**src/rtl/pwm_stagger_pkg.sv**
```systemverilog
package pwm_stagger_pkg;

    localparam int unsigned DEF_CNT_W  = 8;
    localparam int unsigned DEF_PHASES = 3;

    // Counter value at which the next phase is released.
    function automatic int unsigned start_mark(int unsigned cnt_w, int unsigned phases);
        return (32'd1 << cnt_w) / phases;
    endfunction

endpackage

```
**src/rtl/pwm_phase_core.sv**
```systemverilog
module pwm_phase_core #(
    parameter int unsigned CNT_W = 8
) (
    input  logic             clk,
    input  logic             rst,
    input  logic             en,
    input  logic             run,
    input  logic [CNT_W-1:0] duty,
    output logic [CNT_W-1:0] cnt_o,
    output logic             pwm_o
);
    localparam logic [CNT_W:0] RANGE = {1'b1, {CNT_W{1'b0}}};

    typedef struct packed {
        logic [CNT_W-1:0] cnt;
        logic             pwm;
    } core_st_t;

    core_st_t st_d, st_q;
    logic [CNT_W:0] thr_d;

    always_comb begin
        st_d  = st_q;
        thr_d = RANGE - {1'b0, duty};
        if (!en) begin
            st_d = '0;
        end else begin
            if (run) begin
                st_d.cnt = st_q.cnt + 1'b1;
            end
            st_d.pwm = ({1'b0, st_q.cnt} >= thr_d);
        end
    end

    always_ff @(posedge clk) begin
        if (rst) begin
            st_q <= '0;
        end else begin
            st_q <= st_d;
        end
    end

    assign cnt_o = st_q.cnt;
    assign pwm_o = st_q.pwm;
endmodule

```
**src/rtl/pwm_start_hold.sv**
```systemverilog
module pwm_start_hold #(
    parameter int unsigned CNT_W = 8,
    parameter int unsigned MARK  = 85
) (
    input  logic             clk,
    input  logic             rst,
    input  logic             en,
    input  logic [CNT_W-1:0] prev_cnt,
    output logic             run_o,
    output logic             held_o
);
    localparam logic [CNT_W-1:0] MARK_V = MARK[CNT_W-1:0];

    typedef struct packed {
        logic held;
    } hold_st_t;

    hold_st_t st_d, st_q;
    logic     hit_d;

    always_comb begin
        hit_d        = (prev_cnt == MARK_V);
        st_d.held    = en & (st_q.held | hit_d);
        // The release cycle itself already advances the counter, so the lag is exactly MARK.
        run_o        = st_q.held | hit_d;
    end

    always_ff @(posedge clk) begin
        if (rst) begin
            st_q <= '0;
        end else begin
            st_q <= st_d;
        end
    end

    assign held_o = st_q.held;
endmodule

```
**src/rtl/pwm_stagger.sv**
```systemverilog
module pwm_stagger #(
    parameter int unsigned CNT_W  = pwm_stagger_pkg::DEF_CNT_W,
    parameter int unsigned PHASES = pwm_stagger_pkg::DEF_PHASES
) (
    input  logic             clk,
    input  logic             rst,
    input  logic             en,
    input  logic [CNT_W-1:0] duty,
    output logic [PHASES-1:0] pwm_out
);
    localparam int unsigned MARK = pwm_stagger_pkg::start_mark(CNT_W, PHASES);

    logic [PHASES-1:0][CNT_W-1:0] cnt_all;
    logic [PHASES-1:0]            run_all;
    logic [PHASES-1:0]            held_all;

    for (genvar g = 0; g < PHASES; g++) begin : g_phase
        if (g == 0) begin : g_lead
            assign run_all[g]  = 1'b1;
            assign held_all[g] = 1'b1;
        end else begin : g_follow
            pwm_start_hold #(
                .CNT_W (CNT_W),
                .MARK  (MARK)
            ) u_hold (
                .clk      (clk),
                .rst      (rst),
                .en       (en),
                .prev_cnt (cnt_all[g-1]),
                .run_o    (run_all[g]),
                .held_o   (held_all[g])
            );
        end

        pwm_phase_core #(
            .CNT_W (CNT_W)
        ) u_core (
            .clk   (clk),
            .rst   (rst),
            .en    (en),
            .run   (run_all[g]),
            .duty  (duty),
            .cnt_o (cnt_all[g]),
            .pwm_o (pwm_out[g])
        );
    end
endmodule

```
**config.mk**
```make
export PLATFORM = sky130hd
export DESIGN_NAME = pwm_stagger
export DESIGN_NICKNAME = d
export VERILOG_FILES = /design/src/rtl/pwm_stagger_pkg.sv /design/src/rtl/pwm_phase_core.sv /design/src/rtl/pwm_start_hold.sv /design/src/rtl/pwm_stagger.sv
export SDC_FILE = /design/constraint.sdc
export NUM_CORES = 1
export LEC_CHECK = 0
export BUFFER_PORTS_ARGS = -buffer_cell sky130_fd_sc_hd__buf_2
export CELL_PAD_IN_SITES_DETAIL_PLACEMENT = 0
export CELL_PAD_IN_SITES_GLOBAL_PLACEMENT = 1
export CORE_UTILIZATION = 35
export DETAILED_ROUTE_END_ITERATION = 10
export HOLD_SLACK_MARGIN = 0.08
export PLACE_DENSITY = 0.66
export SYNTH_ARGS = -nofsm -noshare
export SYNTH_HDL_FRONTEND = slang
export SYNTH_SLANG_ARGS = --single-unit
```
**constraint.sdc**
```tcl
create_clock -name clk -period 2.31 [get_ports clk]
set_clock_uncertainty 0.2 [all_clocks]
set_input_delay 0.231 -clock clk [delete_from_list [all_inputs] [get_ports clk]]
set_output_delay 0.231 -clock clk [all_outputs]
set_load 0.02 [all_outputs]
```
Word-level counts from Yosys, hierarchy flattened
Index checks and enable logic that the tools add are counted.
{ "totals": {"register_bits": 29, "input_bits": 11, "out_inout_bits": 3, "word_cells": 23} }
{ "classes": {"addsub": 4, "magnitude_cmp": 3, "n_eq_ne": 2, "n_bitwise": 5, "reduce_logical": 1} }
{ "ops": {"columns": ["operator", "n"], "rows": [
  ["8-bit by 9-bit >= comparator with 1-bit output", 3],
  ["8-bit by 1-bit adder with 8-bit output, second input constant", 3],
  ["8-bit by 7-bit equality test with 1-bit output, second input constant", 2],
  ["9-bit by 8-bit subtractor with 9-bit output, first input constant", 1],
  ["1-bit bitwise AND", 2],
  ["1-bit bitwise OR", 2],
  ["2-bit OR reduction", 1],
  ["1-bit NOT", 1]
]} }

Longest topological paths before layout
{ "logic_depth": {"word_depth": 3, "mapped_depth": 9, "ltp_nobuf": 9} }

By module
A second synthesis with hierarchy kept.
{ "hier_totals": {"cells_unflattened": 251, "area_unflattened_um2": 2130.8} }
{ "by_module_without_submodules": {"columns": ["mod", "n_inst", "cells_per_inst", "area_per_inst_um2", "seq_area_each_um2"], "rows": [
  ["pwm_phase_core", 3, 80, 668.1, 180.2],
  ["pwm_start_hold", 2, 5, 61.3, 20.0],
  ["pwm_stagger", 1, 1, 3.8, 0.0]
]} }

Worst setup path before layout
Ideal clock, no wire load.
{ "synth_path": {"path_type": "input port to flip-flop", "from": "in duty[6]", "to": "reg g_phase[2].u_core.st_q (netlist bit g_phase[2].u_core.pwm_o)", "setup_time_ns": 0.122, "arrival_time_ns": 1.785, "required_time_ns": 1.988, "path_slack_ns": 0.203, "path_stages": 8, "n_path_buf": 1, "path_cell_list": "clkbuf_1 nor4_1 xor2_1 ha_1 a41oi_1 o31ai_1 a32oi_1 o21ai_1"} }
{ "synth_via": {"elab_chain_len": 2} }
{ "synth_lines": {"columns": ["element", "line", "text"], "rows": [
  ["from (decl)", "pwm_stagger.sv:8", "input logic [CNT_W-1:0] duty,"],
  ["9-bit by 8-bit subtractor with 9-bit output", "pwm_phase_core.sv:24", "thr_d = RANGE - {1'b0, duty};"],
  ["8-bit by 9-bit >= comparator with 1-bit output", "pwm_phase_core.sv:31", "st_d.pwm = ({1'b0, st_q.cnt} >= thr_d);"],
  ["to (signal assigned)", "pwm_phase_core.sv:39", "st_q <= st_d;"],
  ["to (decl)", "pwm_phase_core.sv:19", "core_st_t st_d, st_q;"]
]} }
No other way between the ends.
A chain may end at the register's enable or synchronous reset.

Worst setup path after layout
{ "layout_path": {"from": "in duty[2]", "to": "reg g_phase[0].u_core.st_q (netlist bit g_phase[0].u_core.pwm_o)"} }
{ "layout_via": {"elab_chain_len": 2} }
{ "layout_lines": {"columns": ["element", "line"], "rows": [
  ["9-bit by 8-bit subtractor with 9-bit output", "pwm_phase_core.sv:24"],
  ["8-bit by 9-bit >= comparator with 1-bit output", "pwm_phase_core.sv:31"],
  ["to (signal assigned)", "pwm_phase_core.sv:39"],
  ["to (decl)", "pwm_phase_core.sv:19"]
]} }
No other way between the ends.

==> impl_metrics.yaml <==
floorplan:
  die_y_um: 77.7
  design.die.area_mm2: 0.00604
  die_x_um: 77.7
  io_pins: 14
  rows: 27
  initial_utilization_pct: 36.4
  core_mm2: 0.00551
setup_path:
  critical_path_class: "in -> reg"
  path_max_fanout: 3
  r2r-start: "g_phase[0].u_core.cnt_o[0]"
  r2r_cells: 6
  startpoint_type: "input pin"
  cp_data_required_time_ns: 2.28
  worstReg2RegEnd: "g_phase[1].u_core.cnt_o[7]"
  cp-end-kind: "flip-flop"
  crit_arrival_ns: 2.03
  reg2reg_setup_slack_ns: 0.31
layout:
  diodes: 0
  area_delta_synth_final_pct: 15.5
  nFillCells: 561
  layout-drive-gt1-share_pct: 16.3
  fin_area_mm2: 0.00232
  nets: 295
sta:
  slew_headroom_pct: 58.3
  rsz0062_at_grt: "no"
  final_hold_viol_count: 0
  slew_violations: 0
  fin_crit_sh_pct: 89.1
  whs_ns: 0.211
  min_period_ns: 2.06
  setup_violations: 0
  fmax_mhz: 486
  fin_ws_ns: 0.252
  tightest_slew_ns: 0.625
synthesis:
  synthesis.area_mm2: 0.00201
  synth_ff_type: "dfxtp_1"
  syn_nets: 269
  yosysWarnings: 0
  ys_seq_elements: 29
  avgSynthCellArea_um2: 8.69
  async_flop_share_pct: 0
  synth_edf_count: 0
  ys_types: 45
  synthCells: 231
  synth-seq-area-share_pct: 28.9
placement:
  place_ws_ns: -0.0872
  globalplace.congestion: 0.740
  postPlaceCellArea_mm2: 0.00222
  io_buffers: 13
  dp.final_hpwl_um: 3570
power:
  ir_drop_mv: 0.197
  p_sw_share_pct: 27.0
  seqPwrFrac_pct: 48.1
  cellLeakagePower_nw: 1.01
  power.density_mw_per_mm2: 452
  p_clk_share_pct: 40.1
  p_int_w: 0.000765
  p_comb_share_pct: 11.8
  p_sw_w: 0.000283
clocking:
  clock_sinks: 29
  cts_made_buffers: 5
  cts-root-buf: "clkbuf_8"
  clkLatencyLatePin_ns: 0.29
  ctsHoldBuffers: 0
  cts_resized: 0
  clkTransAtPathRegs_ns: 0.07
  cts_buffer_depth: 2
  cts.htree.levels: 2
  cts_tree: "built"
min_path:
  min_to: "g_phase[1].u_core.cnt_o[4]"
  holdPathStages: 5
  min_path_type: "in -> reg"
  min_from: "rst"
route:
  vias_per_cell: 5.24
  routedWlPerCell_um: 14.1
  wirelength_um: 4650
  route.detailed.drc: 0
  initialDrtViolationCount: 73
  num_vias: 1730
  drt-pass1-iter-count: 4
  antenna_left: 0
global_routing:
  overflow: 0
  antenna_found_initial: 0
  grt_pass1_wl_um: 8220
  grt_usage_pct: 17.7
  grt_max_degree: 16
  grt_pass1_vias: 1675
run_status:
  status: "finished, final reports clean"
flow_run:
  maxCapViolCount: 0
==> cells by family (layout without fill, tap and decap cells) <==
logic type / Yosys count / after routing / synth area share [%]
simple gates: 74 / 74 / 20.8
compound gates: 60 / 60 / 19.6
buf+inv: 25 / 52 / 5.36
fa+ha+maj: 27 / 27 / 16.8
flops: 29 / 29 / 28.9
xor+xnor: 14 / 14 / 7.48
mux: 2 / 2 / 1.06
==> worst max path at each step <==
stage,start,end,slack [ns]
2_1_floorplan,duty[6],g_phase[2].u_core.pwm_o,0.20
3_3_place_gp,duty[2],g_phase[0].u_core.pwm_o,0.008
3_5_place_dp,duty[2],g_phase[0].u_core.pwm_o,-0.09
4_1_cts,duty[2],g_phase[0].u_core.pwm_o,0.22
5_1_grt,duty[2],g_phase[2].u_core.pwm_o,0.06
6_report,duty[2],g_phase[0].u_core.pwm_o,0.25
==> flip-flops by register name (all words and copies together) (netlist names) <==
register                        count
g_phase.u_core.pwm_o                3
g_phase.u_core.cnt_o               24
g_phase.g_follow.u_hold.held_o      2
==> placed cells by master (no fill, tap or decap), types with 6 or more instances in the layout <==
cell      netlist  layout
xnor2_1         7       7
or3_1           8       8
inv_1          15      15
a21oi_1        17      17
dfxtp_1        29      29
o31ai_1         6       6
ha_1           27      27
buf_4           3      16
nand3_1        12      12
nor2_1         20      20
nand2_1         7       7
o21ai_0        11      11
a211oi_1        8       8
buf_2           2      13
==> critical path, stage by stage <==
cell	delay, ns
buf_2	0.10
nor2_1	0.15
nand3_1	0.16
nor4_1	0.26
xor2_1	0.19
buf_4	0.15
ha_1	0.25
a41oi_1	0.22
o31ai_1	0.10
a32oi_1	0.15
o21ai_1	0.08
==> Yosys cell counts, types with 3 or more instances <==
cell	number	area, µm²
dfxtp_1	29	581
ha_1	27	338
nor2_1	20	75.1
a21oi_1	17	85.1
inv_1	15	56.3
nand3_1	12	60.1
o21ai_0	11	55.1
a211oi_1	8	60.1
or3_1	8	50.1
nand2_1	7	26.3
xnor2_1	7	61.3
o31ai_1	6	45.0
xor2_1	5	43.8
and2_1	4	25.0
clkbuf_1	4	15.0
a41oi_1	3	26.3
and3_1	3	18.8
buf_4	3	22.5
nor2b_1	3	18.8
nor3b_1	3	22.5
or4_1	3	22.5
==> repair_timing <==
item / 4_1_cts / 5_1_grt
setup endpoints to repair: 0 / 3
hold endpoints to repair: 0 / 0
buffers inserted: 0 / 1
==> layout make-up <==
cell class	instances	area (µm²)	area share (%)
Clock buffer	5	68.8	2.97
Clock inverter	3	17.5	0.756
Inverter	15	56.3	2.43
Multi-Input combinational cell	177	1320	56.9
Sequential cell	29	581	25.1
Tap cell	72	90.1	3.89
Timing Repair Buffer	29	185	7.99
==> per-stage QoR <==
stage	utilization (%)	total power, W	setup TNS [ns]	cells
floorplan	-	0.000585	0	231
global placement	40.4	0.000637	0	321
detailed placement	40.4	0.000637	-0.242	321
CTS	41.9	0.00107	0	329
global route	42.1	0.00111	0	330
finish	42.1	0.00105	0	330
==> layer usage <==
metal | wire (µm) | part of all wire, % | global-route usage, %
met5 | 0 | 0 | 0
met4 | 95 | 2.0 | 8.30
met2 | 1970 | 42 | 26.6
met3 | 157 | 3.4 | 3.65
met1 | 2420 | 52 | 23.9
==> power groups by stage <==
stage,clock (W),combinational (W),sequential [W]
after global routing,0.000469,0.000141,0.000504
after floorplan,0,0.0000701,0.000515
final,0.000420,0.000124,0.000504
after CTS,0.000441,0.000124,0.000503
after detailed placement,0,0.000122,0.000515
after global placement,0,0.000123,0.000515
Note: power is estimated with default switching activity, not from simulation.
